### src/rtl/mdio_page_pkg.sv
package mdio_page_pkg;
  localparam int ADDR_W     = 18;
  localparam int FRAME_BITS = 64;
  localparam int TA_BIT     = 46;
  localparam int DATA_BIT   = 48;
  localparam logic [4:0] PAGE_PHY      = 5'h18;
  localparam logic [4:0] DATA_PHY_BASE = 5'h10;
  localparam logic [1:0] OP_WR = 2'b01;
  localparam logic [1:0] OP_RD = 2'b10;

  typedef enum logic [2:0] {S_IDLE, S_PAGE, S_SETTLE, S_XFER1, S_XFER2} seq_t;

  function automatic logic [8:0] page_of(input logic [ADDR_W-1:0] a);
    return a[17:9];
  endfunction

  function automatic logic [4:0] even_index(input logic [ADDR_W-1:0] a);
    return {a[5:2], 1'b0};
  endfunction

  function automatic logic [4:0] data_phy(input logic [ADDR_W-1:0] a);
    return DATA_PHY_BASE | {2'b00, a[8:6]};
  endfunction

  function automatic logic [FRAME_BITS-1:0] build_frame(input logic [1:0] op,
      input logic [4:0] phy, input logic [4:0] rg, input logic [15:0] d);
    return {32'hFFFF_FFFF, 2'b01, op, phy, rg, 2'b10, d};
  endfunction
endpackage

### src/rtl/mdio_clkgen.sv
module mdio_clkgen #(
  parameter int MDC_HALF = 2
) (
  input  logic clk,
  input  logic rst_n,
  output logic mdc,
  output logic tick,
  output logic fall_evt,
  output logic rise_evt
);
  localparam int CW = (MDC_HALF > 1) ? $clog2(MDC_HALF) : 1;
  localparam logic [CW-1:0] LAST = CW'(MDC_HALF - 1);

  logic [CW-1:0] cnt;

  assign tick     = (cnt == LAST);
  assign fall_evt = tick & mdc;
  assign rise_evt = tick & ~mdc;

  always_ff @(posedge clk or negedge rst_n) begin
    if (!rst_n) begin
      cnt <= '0;
      mdc <= 1'b0;
    end else if (tick) begin
      cnt <= '0;
      mdc <= ~mdc;
    end else begin
      cnt <= cnt + 1'b1;
    end
  end
endmodule

### src/rtl/mdio_frame_engine.sv
module mdio_frame_engine
  import mdio_page_pkg::*;
(
  input  logic                  clk,
  input  logic                  rst_n,
  input  logic                  fall_evt,
  input  logic                  rise_evt,
  input  logic                  start,
  input  logic                  is_read,
  input  logic [FRAME_BITS-1:0] frame,
  input  logic                  mdio_i,
  output logic                  busy,
  output logic                  done,
  output logic                  mdio_o,
  output logic                  mdio_oe,
  output logic [15:0]           rd_data
);
  localparam logic [6:0] END_IDX   = 7'(FRAME_BITS);
  localparam logic [6:0] TA_IDX    = 7'(TA_BIT);
  localparam logic [6:0] FIRST_RX  = 7'(DATA_BIT + 1);

  logic                  active;
  logic                  rd_mode;
  logic [6:0]            bit_idx;
  logic [FRAME_BITS-1:0] shreg;

  assign busy = active;

  always_ff @(posedge clk or negedge rst_n) begin
    if (!rst_n) begin
      active  <= 1'b0;
      rd_mode <= 1'b0;
      bit_idx <= '0;
      shreg   <= '0;
      done    <= 1'b0;
      mdio_o  <= 1'b1;
      mdio_oe <= 1'b0;
      rd_data <= '0;
    end else begin
      done <= 1'b0;
      if (!active) begin
        if (start) begin
          active  <= 1'b1;
          bit_idx <= '0;
          shreg   <= frame;
          rd_mode <= is_read;
        end
      end else if (fall_evt) begin
        if (bit_idx == END_IDX) begin
          active  <= 1'b0;
          mdio_oe <= 1'b0;
          mdio_o  <= 1'b1;
          done    <= 1'b1;
        end else begin
          mdio_o  <= shreg[FRAME_BITS-1];
          shreg   <= {shreg[FRAME_BITS-2:0], 1'b0};
          mdio_oe <= !(rd_mode && (bit_idx >= TA_IDX));
          bit_idx <= bit_idx + 7'd1;
        end
      end else if (rise_evt && rd_mode && (bit_idx >= FIRST_RX)) begin
        rd_data <= {rd_data[14:0], mdio_i};
      end
    end
  end
endmodule

### src/rtl/mdio_page_bridge.sv
module mdio_page_bridge
  import mdio_page_pkg::*;
#(
  parameter int MDC_HALF      = 2,
  parameter int SETTLE_CYCLES = 50000
) (
  input  logic              clk,
  input  logic              rst_n,
  input  logic              req_valid,
  input  logic              req_write,
  input  logic [ADDR_W-1:0] req_addr,
  input  logic [31:0]       req_wdata,
  output logic              req_ready,
  output logic              done,
  output logic [31:0]       rdata,
  output logic              mdc,
  output logic              mdio_o,
  output logic              mdio_oe,
  input  logic              mdio_i
);
  localparam int SW = $clog2(SETTLE_CYCLES + 1);
  localparam logic [SW-1:0] SETTLE_LAST = SW'(SETTLE_CYCLES - 1);

  seq_t              state;
  logic              launched;
  logic              wr_q;
  logic [ADDR_W-1:0] addr_q;
  logic [31:0]       wdata_q;
  logic [SW-1:0]     settle_cnt;

  // named internal events used by the checker
  logic              mdc_tick;
  logic              mdc_fall;
  logic              mdc_rise;
  logic              fr_start;
  logic              fr_done;
  logic              fr_busy;
  logic              fr_read;
  logic [FRAME_BITS-1:0] fr_bits;
  logic [15:0]       fr_rd;
  logic              frame_state;

  mdio_clkgen #(.MDC_HALF(MDC_HALF)) u_clk (
    .clk(clk), .rst_n(rst_n), .mdc(mdc),
    .tick(mdc_tick), .fall_evt(mdc_fall), .rise_evt(mdc_rise)
  );

  mdio_frame_engine u_eng (
    .clk(clk), .rst_n(rst_n), .fall_evt(mdc_fall), .rise_evt(mdc_rise),
    .start(fr_start), .is_read(fr_read), .frame(fr_bits), .mdio_i(mdio_i),
    .busy(fr_busy), .done(fr_done), .mdio_o(mdio_o), .mdio_oe(mdio_oe),
    .rd_data(fr_rd)
  );

  assign req_ready   = (state == S_IDLE);
  assign frame_state = (state == S_PAGE) || (state == S_XFER1) || (state == S_XFER2);
  assign fr_start    = frame_state && !launched && !fr_busy;

  always_comb begin
    fr_read = 1'b0;
    fr_bits = build_frame(OP_WR, PAGE_PHY, 5'd0, {7'd0, page_of(addr_q)});
    unique case (state)
      S_XFER1: begin
        if (wr_q) begin
          fr_bits = build_frame(OP_WR, data_phy(addr_q), even_index(addr_q) | 5'd1, wdata_q[31:16]);
        end else begin
          fr_read = 1'b1;
          fr_bits = build_frame(OP_RD, data_phy(addr_q), even_index(addr_q), 16'd0);
        end
      end
      S_XFER2: begin
        if (wr_q) begin
          fr_bits = build_frame(OP_WR, data_phy(addr_q), even_index(addr_q), wdata_q[15:0]);
        end else begin
          fr_read = 1'b1;
          fr_bits = build_frame(OP_RD, data_phy(addr_q), even_index(addr_q) | 5'd1, 16'd0);
        end
      end
      default: ;
    endcase
  end

  always_ff @(posedge clk or negedge rst_n) begin
    if (!rst_n) begin
      state      <= S_IDLE;
      launched   <= 1'b0;
      wr_q       <= 1'b0;
      addr_q     <= '0;
      wdata_q    <= '0;
      settle_cnt <= '0;
      done       <= 1'b0;
      rdata      <= '0;
    end else begin
      done <= 1'b0;
      if (fr_start) launched <= 1'b1;
      else if (fr_done) launched <= 1'b0;
      unique case (state)
        S_IDLE: begin
          if (req_valid) begin
            wr_q    <= req_write;
            addr_q  <= req_addr;
            wdata_q <= req_wdata;
            state   <= S_PAGE;
          end
        end
        S_PAGE: begin
          if (fr_done) begin
            settle_cnt <= '0;
            state      <= S_SETTLE;
          end
        end
        S_SETTLE: begin
          if (settle_cnt == SETTLE_LAST) state <= S_XFER1;
          else settle_cnt <= settle_cnt + 1'b1;
        end
        S_XFER1: begin
          if (fr_done) begin
            if (!wr_q) rdata[15:0] <= fr_rd;
            state <= S_XFER2;
          end
        end
        S_XFER2: begin
          if (fr_done) begin
            if (!wr_q) rdata[31:16] <= fr_rd;
            done  <= 1'b1;
            state <= S_IDLE;
          end
        end
        default: state <= S_IDLE;
      endcase
    end
  end
endmodule

### config.mk
export PLATFORM = sky130hd
export DESIGN_NAME = mdio_page_bridge
export DESIGN_NICKNAME = d
export VERILOG_FILES = /design/src/rtl/mdio_page_pkg.sv /design/src/rtl/mdio_clkgen.sv /design/src/rtl/mdio_frame_engine.sv /design/src/rtl/mdio_page_bridge.sv
export SDC_FILE = /design/constraint.sdc
export NUM_CORES = 1
export LEC_CHECK = 0
export BUFFER_PORTS_ARGS = -buffer_cell sky130_fd_sc_hd__clkbuf_2
export CAP_MARGIN = 30
export CORE_MARGIN = 4
export CORE_UTILIZATION = 55
export CTS_BUF_LIST = sky130_fd_sc_hd__clkbuf_4 sky130_fd_sc_hd__clkbuf_8
export CTS_CLUSTER_DIAMETER = 40
export CTS_CLUSTER_SIZE = 14
export DETAILED_ROUTE_END_ITERATION = 8
export GPL_TIMING_DRIVEN = 0
export MAX_ROUTING_LAYER = met4
export PLACE_DENSITY = 0.86
export SYNTH_ARGS = -nofsm -noshare
export SYNTH_HDL_FRONTEND = slang
export SYNTH_HIERARCHICAL = 1
export SYNTH_SLANG_ARGS = --single-unit
### constraint.sdc
create_clock -name clk -period 2.7 [get_ports clk]
set_clock_uncertainty 0.05 [all_clocks]
set_input_delay 0.54 -clock clk [delete_from_list [all_inputs] [get_ports clk]]
set_output_delay 0.54 -clock clk [all_outputs]
set_load 0.05 [all_outputs]
# Yosys cells after proc, flatten, opt, wreduce, memory -nomap -nowiden
# Cells that the tools add are included.
# totals
ff_bits	198
latchBits	0
mem_bits_rw	0
rom_bits	0
inputBits	55
output_inout_bits	37
wordCells	104
memories	0
# op_classes
addsub	3
multipliers	0
n_div	0
order_cmp	2
n_eq_ne	14
n_shift	0
mux	36
bitwise	6
reduce_logical	24
# ops
cell	count
$mux W64	4
$pmux W64 S2	1
$mux W30	2
$mux W16	2
$pmux W16 S2	1
$mux W7	4
$add A16 B1 Y16 const B	1
$eq A16 B16 Y1 const B	1
$mux W1	16
$mux W3	5
$pmux W3 S5	1
$reduce_and A3 Y1	5
$ge A7 B6 Y1 const B	2
$ne A2 B2 Y1 const B	5
$add A7 B1 Y7 const B	1
$eq A7 B7 Y1 const B	1
$eq A3 B2 Y1 const B	2
$ne A2 B1 Y1 const B	3
$reduce_and A2 Y1	3
$reduce_bool A2 Y1	3
$logic_and A1 B1 Y1	5
$reduce_and A5 Y1	1
$not A1 Y1	4
$eq A3 B1 Y1 const B	1
other kinds (7)	11

# Logic depth before layout (Yosys ltp)
# Gate-level depths: netlist of the first run.
# logic_depth
word_depth	7
depth_mapped	9
ltp_nobuf	7

# Cells and area by module
# Netlist of the first run, hierarchy kept.
# by_module_without_submodules
mod	instances	cells_each	area_each_um2	seq_area_each_um2
mdio_page_bridge	1	355	4613.2	2552.4
mdio_frame_engine	1	387	3981.3	2303.5
mdio_clkgen	1	6	76.3	50.0

# Worst setup path before layout of the first run
# No wires, ideal clock.
# synth_path
path_type	reg2reg
from	register state[1]
to	register addr_q[2]
setup_ns	0.125
arrival_ns	2.133
t_required_ns	2.525
slack_ns	0.392
path_stages_with_launch	7
path_buffers	3
period_less_slack_ns	2.308
cell_sequence	dfrtp_1 nor3_2 and2_1 clkbuf_1 buf_4 buf_6 mux2_2
# synth_via
elab_chain_cells	2
# synth_lines
element	line	source
from (decl)	mdio_page_bridge.sv:24	seq_t state;
from (signal assigned)	mdio_page_bridge.sv:85	state <= S_IDLE;
from (signal assigned)	mdio_page_bridge.sv:103	state <= S_PAGE;
from (signal assigned)	mdio_page_bridge.sv:109	state <= S_SETTLE;
$logic_not A3 Y1	n/a	
net req_ready	mdio_page_bridge.sv:13	output logic req_ready,
$reduce_and A2 Y1 (no line)	n/a	
to (signal assigned)	mdio_page_bridge.sv:101	addr_q <= req_addr;
to (decl)	mdio_page_bridge.sv:27	logic [ADDR_W-1:0] addr_q;
# The timed path passes the listed nets, and every way through them passes these cells.
# A chain may end at the register's enable or synchronous reset.

# Worst setup path after layout of the first run
# layout_path
from	register u_eng.bit_idx[1]
to	register u_eng.shreg[59]
# layout_via
elab_chain_cells	3
# layout_lines
element	line	source
from (decl)	mdio_frame_engine.sv:24	logic [6:0] bit_idx;
from (signal assigned)	mdio_frame_engine.sv:58	bit_idx <= bit_idx + 7'd1;
$eq A7 B7 Y1	mdio_frame_engine.sv:49	if (bit_idx == END_IDX) begin
$ne A2 B2 Y1 (no line)	n/a	
$reduce_and A3 Y1 (no line)	n/a	
to (signal assigned)	mdio_frame_engine.sv:45	shreg <= frame;
to (signal assigned)	mdio_frame_engine.sv:56	shreg <= {shreg[FRAME_BITS-2:0], 1'b0};
to (decl)	mdio_frame_engine.sv:25	logic [FRAME_BITS-1:0] shreg;
# Every way passes these cells.

==> results of run 1 <==
[routing by layer]
layer / global-route usage [%] / share of wire [%] / vias up
met1: 27.2 / 46 / 3031
li1: - / - / 2941
met2: 31.8 / 49 / 153
met5: - / 0 / -
met4: 5.94 / 1.1 / 0
met3: 4.76 / 4.6 / 20
[worst max-delay path, cell delays in order (launching register included)]
cell       delay, ns
dfrtp_1         0.49
inv_1           0.12
ha_1            0.15
nand4bb_1       0.18
o31ai_2         0.47
buf_2           0.32
buf_1           0.40
a21oi_1         0.14
[timing repair]
item | 4_1_cts | 5_1_grt
hold buffers | 0 | 0
gates resized for setup | 0 | 17
setup endpoints to repair | 0 | 69
hold endpoints to repair | 0 | 0
[power by group through the flow]
| stage | sequential, W | combinational, W | clock, W |
|---|---|---|---|
| 6_report | 0.00414 | 0.00128 | 0.00190 |
| 5_1_grt | 0.00423 | 0.00144 | 0.00207 |
| 4_1_cts | 0.00414 | 0.00129 | 0.00195 |
| 3_5_place_dp | 0.00419 | 0.00129 | 0 |
| 3_3_place_gp | 0.00415 | 0.00121 | 0 |
| 2_1_floorplan | 0.00410 | 0.000978 | 0 |
[how the worst max path moves through the flow]
stage                                 startpoint                     endpoint  slack, ns
floorplan                   state[1]$_DFFE_PN0P_        addr_q[2]$_DFFE_PN0P_       0.39
global placement                           rst_n  u_eng/shreg[36]$_DFFE_PN0P_      -2.61
detailed placement          state[1]$_DFFE_PN0P_  u_eng/shreg[17]$_DFFE_PN0P_       0.15
CTS                         state[1]$_DFFE_PN0P_  u_eng/shreg[17]$_DFFE_PN0P_       0.12
global route                state[1]$_DFFE_PN0P_  u_eng/shreg[16]$_DFFE_PN0P_       0.02
finish              u_eng/bit_idx[1]$_DFFE_PN0P_  u_eng/shreg[59]$_DFFE_PN0P_       0.26
[metrics by stage]
step / setup WS [ns] / std cells
floorplan: 0.392 / 783
global placement: -2.61 / 1083
detailed placement: 0.150 / 1084
CTS: 0.123 / 1115
global route: 0.0152 / 1115
finish: 0.258 / 1115
[cell usage in the layout, fill, tap and decap left out, types with 3 or more instances in the layout]
cell type  count
a22o_1         8
a222oi_1       9
ha_1           5
nor2_1        85
o21ai_0       19
o21ai_1        3
nand2_1       20
and2_1         3
clkbuf_4       3
inv_1         19
xor2_1         5
nand4_1        8
buf_2         12
o31ai_1        5
buf_6          8
buf_1          3
a21oi_1       71
clkinv_2       3
a21o_1         8
mux2_2        75
or3_1          3
dfrtp_1      195
clkbuf_2      98
clkbuf_1      17
nand3_1       12
o22ai_1       64
nor2b_1       10
nor3_1         7
mux2_4        20
and3_2         3
clkbuf_8      21
conb_1        37
[state kept, by name, summed over array words and instances, names as in the netlist, 3 cells and up]
| name | count |
|---|---|
| u_eng/rd_data | 16 |
| state | 3 |
| u_eng/shreg | 64 |
| settle_cnt | 16 |
| u_eng/bit_idx | 7 |
| wdata_q | 32 |
| rdata | 32 |
| addr_q | 16 |
[cell families after synthesis]
logic type	synth area share, %
DFF	56.6
AOI/OAI and AO/OA	13.7
and+or+nand+nor	10.5
muxes	13.5
buffers and inverters	4.50
adders and majority gates	0.722
xor gates and xnor gates	0.505
other	0.0866
[area by class of cell]
| class | instances | area, um^2 | share of cell area (%) |
|---|---|---|---|
| plain buffers | 54 | 330 | 3.32 |
| well taps | 211 | 264 | 2.65 |
| clock buffers | 23 | 298 | 2.99 |
| multi-input cells | 514 | 3510 | 35.2 |
| repair buffers | 90 | 482 | 4.84 |
| clock inverters | 8 | 100 | 1.01 |
| flip-flops and latches | 196 | 4910 | 49.3 |
| inverters | 19 | 71.3 | 0.716 |
==> summary.md, run 1 <==
| Metric | Value |
|---|---|
| Hold/Removal Path Class | `input pin to async pin` |
| Placed Area | `9550 um^2` |
| Placer congestion estimate | `0.825` |
| Syn Inst Count | `748` |
| Pleak | `4.64 nW` |
| Endpoints failing setup | `0` |
| Pint | `0.00531 W` |
| Fin util | `65.0%` |
| Clk sinks | `196` |
| Design Area, Final | `9960 um^2` |
| Die width | `134 um` |
| Setup Crit Path Kind | `register to register` |
| R2R Path End | `u_eng/shreg[59]$_DFFE_PN0P_` |
| TNS Setup | `0 ns` |
| Congestion Overflow GR | `0` |
| Minimum clock period | `2.44 ns` |
| Avg Cell Area, Syn | `11.6 um^2` |
| Core Area | `15,300 um^2` |
| Final wirelength | `17.4 mm` |
| Fmax | `410 MHz` |
| Slew headroom | `56.5%` |
| Data required, critical path | `2.99 ns` |
| Die Ht | `134 um` |
| Outcome | `finished, final reports clean` |
| R2R Setup Slk | `0.26 ns` |
| Syn-to-layout area delta | `14.8%` |
| # H-tree levels | `4` |
| # fillers | `1,176` |
| Number of synthesized flops with an enable pin | `0` |
| Least-Margin Pin Slew | `0.653 ns` |
| Arr. time, crit path | `2.73 ns` |
| Post-CTS setup buffer count | `0` |
| Yosys warning total | `6` |
| Synth area leaders | `dfrtp_1 (56%), mux2_2 (9.7%), o22ai_1 (4.6%)` |
| Skew-Pair Late Insertion Delay | `0.47 ns` |
| Global Route Usage Sum | `20.5%` |
| Psw | `0.00201 W` |
| Initial antenna violation count | `0` |
| Synth Register Bits | `196` |
| Layout cells sized above 1 | `29.8%` |
| DRC violations left | `0` |
| Reg2reg path depth | `7` |
| Sw Ratio | `27.5%` |
| R2r startpoint | `u_eng/bit_idx[1]$_DFFE_PN0P_` |
| Final Hold Vio Count | `0` |
| Final max-slew violation count | `0` |
| Number of I/O port buffers | `89` |
| Dominant synthesized flop cell | `dfrtp_1` |
| Max IR drop VDD | `0.649 mV` |
| Die ar. | `17,800 um^2` |
| CP Launch Type | `register` |
| Number of diodes | `0` |
| Power per cell area | `735 nW/um^2` |
| Max-cap violations | `0` |
| First-pass DRT Iterations | `5` |
| Largest net degree at the start of global routing | `116` |
| Count leader, synth | `dfrtp_1` |
| Vias in the first global route | `6,019` |
| Fin nets | `952` |
| Post-DRT Antenna Nets | `0` |
| Top cell type by total area after synthesis | `dfrtp_1` |
| Synth top cells by count | `dfrtp_1 (195), nor2_1 (85), mux2_2 (75), a21oi_1 (71), o22ai_1 (64)` |
| Total power | `0.00732 W` |
| Clock power share | `25.9%` |
| Seq pwr share | `56.6%` |
| Critical path endpoint category | `register` |
| WL/cell | `15.6 um` |
| Sequential fraction of the synthesis area | `56.6%` |
| Via Count | `6,145` |
| Critical Path Fanout Max | `10` |
| Global-route wire length before repair | `29.0 mm` |
| CTS Buf Count | `17` |
| CTS tree | `done` |
| Starting density of the core | `56.6%` |
| Yosys top cell area share | `56.3%` |
| # rows | `45` |
| Post-DP HPWL | `11.9 mm` |
| Maximum clock insertion buffer count | `2` |
| Post-Syn Area | `8670 um^2` |
| Drt via density | `5.51` |
| Fraction of registers with async set/reset | `100%` |
| RSZ-0062 raised after global routing | `no` |
| Root buffer cell | `clkbuf_8` |
| Final period util | `90.4%` |
| Comb pwr share | `17.5%` |
| Synth cell types | `58` |
| Initial drt markers | `363` |
| Hold_ws | `0.0490 ns` |
| IO Count | `92` |
| Clock slew at reported path FFs | `0.10 ns` |
Power figures use the tool's default switching activity.
==> run 2: changes to the inputs <==
ABC_AREA = 1   (was unset)
CORE_MARGIN = unset   (was 4)
==> run 2 against run 1 <==
Compared with the run above:
- flip-flop and latch count did not move
- synthesized area increased by 5.1%
- critical path type is now register to primary output
- cell count up 20%
- sequential share of layout area is 2.2 points lower
- sequential power is 5.8% higher
- non-clock buffer count fell by 7
- first-iteration DRC count increased by 84%
- critical path depth fell by 3
==> summary.md, run 2 <==
| Metric | Value |
|---|---|
| Maximum clock insertion buffer count | `2 (unchanged)` |
| Psw | `0.00346 W (+72%)` |
| Synth top cells by count | `nand2_1 (263), dfrtp_1 (195), o21ai_0 (117), nand3_1 (75)` |
| Critical path, cell by cell | `nor2_2, inv_2, nor2_4, clkbuf_2` |
| Syn Inst Count | `969 (+30%)` |
| Clock power share | `21.1% (-4.8 points)` |
| Sequential fraction of the synthesis area | `53.8% (-2.7 points)` |
| Critical path endpoint category | `primary output` |
| Largest Register | `u_eng/shreg` |
| Dominant synthesized flop cell | `dfrtp_1` |
| Die width | `131 um (-2.1%)` |
| Minimum clock period | `2.20 ns (-0.245 ns)` |
| Avg Cell Area, Syn | `9.40 um^2 (-19%)` |
| Sw Ratio | `36.1% (+8.6 points)` |
| RSZ-0062 raised after global routing | `no` |
| R2r startpoint | `state[1]$_DFFE_PN0P_` |
| Clk sinks | `196 (unchanged)` |
| Endpoints failing setup | `0 (unchanged)` |
| Comb pwr share | `33.2% (+16 points)` |
| Largest registers | `u_eng/shreg: 64 flops, rdata: 32 flops, wdata_q: 32 flops` |
| # rows | `46 (+2.2%)` |
| Data required, critical path | `2.11 ns (-0.88 ns)` |
| Post-Syn Area | `9110 um^2 (+5.1%)` |
| Post-DP HPWL | `13.7 mm (+15%)` |
| Max-cap violations | `0 (unchanged)` |
| Design Area, Final | `10,400 um^2 (+4.7%)` |
| Synth cell types | `32 (-45%)` |
| Placed Area | `10000 um^2 (+4.7%)` |
| Placer congestion estimate | `0.848 (+2.8%)` |
| Fin nets | `1,173 (+23%)` |
| Slowest CP cell | `dfrtp_1` |
| Synth area leaders | `dfrtp_1 (54%), nand2_1 (11%), mux2i_1 (6.9%)` |
| Final Hold Vio Count | `0 (unchanged)` |
| Post-CTS Resized | `0 (unchanged)` |
| Initial antenna violation count | `0 (unchanged)` |
| # H-tree levels | `4 (unchanged)` |
| Buf/Inv on CP | `2 (-1)` |
| Critical Path Fanout Max | `5 (-5)` |
| Yosys top cell area share | `53.5% (-2.7 points)` |
| Post-CTS setup buffer count | `0 (unchanged)` |
| Max FFs per register | `64 (unchanged)` |
| Largest net degree at the start of global routing | `106 (-8.6%)` |
| Layout cells sized above 1 | `19.4% (-10 points)` |
| Arr. time, crit path | `1.61 ns (-1.12 ns)` |
| DRC violations left | `0 (unchanged)` |
| Number of diodes | `0 (unchanged)` |
| Post-DRT Antenna Nets | `0 (unchanged)` |
| IO Count | `92 (unchanged)` |
| WL/cell | `14.9 um (-4.6%)` |
| Seq pwr share | `45.7% (-11 points)` |
| Pre-CTS setup slack | `0.608 ns (+0.458 ns)` |
| Reg2reg path depth | `8 (+1)` |
| Final max-slew violation count | `0 (unchanged)` |
| Most frequent cells in the layout | `nand2_1 (263), dfrtp_1 (195), o21ai_0 (117)` |
| Via Count | `7,228 (+18%)` |
| Hold/Removal Path Class | `input pin to async pin` |
| Syn-to-layout area delta | `14.4%` |
| Outcome | `finished, final reports clean` |
| Number of synthesized flops with an enable pin | `0 (unchanged)` |
| R2R Path End | `u_eng/shreg[3]$_DFFE_PN0P_` |
| Global-route wire length before repair | `33.2 mm (+14%)` |
| Hold_ws | `0.0338 ns (-0.0151 ns)` |
| Core Area | `16,000 um^2 (+4.5%)` |
| Final wirelength | `20.0 mm (+15%)` |
| First-pass DRT Iterations | `5 (unchanged)` |
| Crit path max-delay family | `flip-flops` |
| R2R Setup Slk | `0.53 ns (+0.27 ns)` |
| CTS Buf Count | `17 (unchanged)` |
| Skew-Pair Late Insertion Delay | `0.49 ns (+0.02 ns)` |
| TNS Setup | `0 ns (unchanged)` |
| Drt via density | `5.39 (-2.3%)` |
| Die ar. | `17,100 um^2 (-4.2%)` |
| Fraction of registers with async set/reset | `100% (unchanged)` |
| Die Ht | `131 um (-2.1%)` |
| Slew headroom | `50.5% (-5.9 points)` |
| Pleak | `5.55 nW (+19%)` |
| Root buffer cell | `clkbuf_8` |
| Congestion Overflow GR | `0 (unchanged)` |
| Number of I/O port buffers | `89 (unchanged)` |
| Power per cell area | `920 nW/um^2 (+25%)` |
| Initial drt markers | `668 (+84%)` |
| Top cell type by total area after synthesis | `dfrtp_1` |
| Commonest non-fill, non-tap cell in the layout | `nand2_1` |
| Vias in the first global route | `6,921 (+15%)` |
| Yosys warning total | `6 (unchanged)` |
| Pint | `0.00613 W (+15%)` |
| Crit path depth | `4 (-3)` |
| Fin util | `65.1% (+0.12 points)` |
| Starting density of the core | `57.0% (+0.33 points)` |
| Final period util | `81.4% (-9.1 points)` |
| Global Route Usage Sum | `26.2% (+5.7 points)` |
| Max IR drop VDD | `0.628 mV (-3.2%)` |
| Setup Crit Path Kind | `register to primary output` |
| Synth Register Bits | `196 (unchanged)` |
| Final WS setup | `0.503 ns (+0.245 ns)` |
| Least-Margin Pin Slew | `0.742 ns (+0.0886 ns)` |
| Clock slew at reported path FFs | `0.10 ns (about the same)` |
| CP Launch Type | `register` |
| Setup crit end | `req_ready` |
| Count leader, synth | `nand2_1` |
| Hold-fix buffers, CTS | `0 (unchanged)` |
| CTS tree | `done` |
| Crit path from | `state[2]$_DFFE_PN0P_` |
| Fmax | `455 MHz (+11%)` |
| Crit path largest cell delay | `0.46 ns (-0.03 ns)` |
-- run 2: layout make-up --
cell class | instances | area [um^2]
Tap cell | 216 | 270
Multi-Input combinational cell | 695 | 3770
Timing Repair Buffer | 90 | 482
Sequential cell | 196 | 4910
Inverter | 66 | 248
Fill cell | 1265 | 5580
Clock buffer | 19 | 262
Buffer | 47 | 315
Clock inverter | 13 | 165
-- run 2: kinds of logic (layout without fill, tap and decap cells) --
logic type	count (synthesis)	count (layout)	synth area share, %
simple gates	413	413	18.9
flops	196	196	53.8
compound gates	131	131	7.28
buf+inv	113	235	6.18
mux	105	105	12.7
fa+ha+maj	5	5	0.687
xor+xnor	4	4	0.384
other cells	2	37	0.0824
-- run 2: per-stage QoR --
step,power [W],cells
finish,0.00958,1342
global route,0.0102,1342
CTS,0.00960,1342
detailed placement,0.00758,1310
global placement,0.00737,1309
floorplan,0.00672,1004
-- run 2: worst reg2reg max path: cells and delay by family (launching register included) --
| kind | cells | cell delay (ns) |
|---|---|---|
| compound gates | 1 | 0.19 |
| buf+inv | 2 | 0.42 |
| flops | 1 | 0.46 |
| mux | 1 | 0.08 |
| simple gates | 4 | 0.91 |
-- run 2: power groups by stage --
stage          combinational (W)  sequential, W  clock, W
2_1_floorplan            0.00243        0.00429         0
3_5_place_dp             0.00317        0.00441         0
4_1_cts                  0.00319        0.00437   0.00205
3_3_place_gp             0.00301        0.00436         0
5_1_grt                  0.00356        0.00448   0.00217
6_report                 0.00318        0.00438   0.00203
-- run 2: metal layers --
| layer | vias to the layer above | GRT usage (%) | wire length (um) |
|---|---|---|---|
| li1 | 3419 | - | - |
| met1 | 3504 | 33.9 | 8610 |
| met2 | 260 | 41.1 | 9760 |
| met3 | 45 | 5.13 | 1170 |
| met4 | 0 | 9.87 | 425 |
| met5 | - | - | 0 |
-- run 2: worst min path at each step --
stage                          from                          end  slack (ns)  cells past startpoint
6_report                      rst_n  u_eng/shreg[33]$_DFFE_PN0P_        0.03                      1
4_1_cts                       rst_n  u_eng/shreg[33]$_DFFE_PN0P_        0.08                      1
3_3_place_gp   u_clk/tick$_DFF_PN0_         u_clk/tick$_DFF_PN0_        0.40                      1
3_5_place_dp   u_clk/tick$_DFF_PN0_         u_clk/tick$_DFF_PN0_        0.42                      1
2_1_floorplan                 rst_n       addr_q[10]$_DFFE_PN0P_        0.19                      0
5_1_grt                       rst_n  u_eng/shreg[33]$_DFFE_PN0P_        0.09                      1
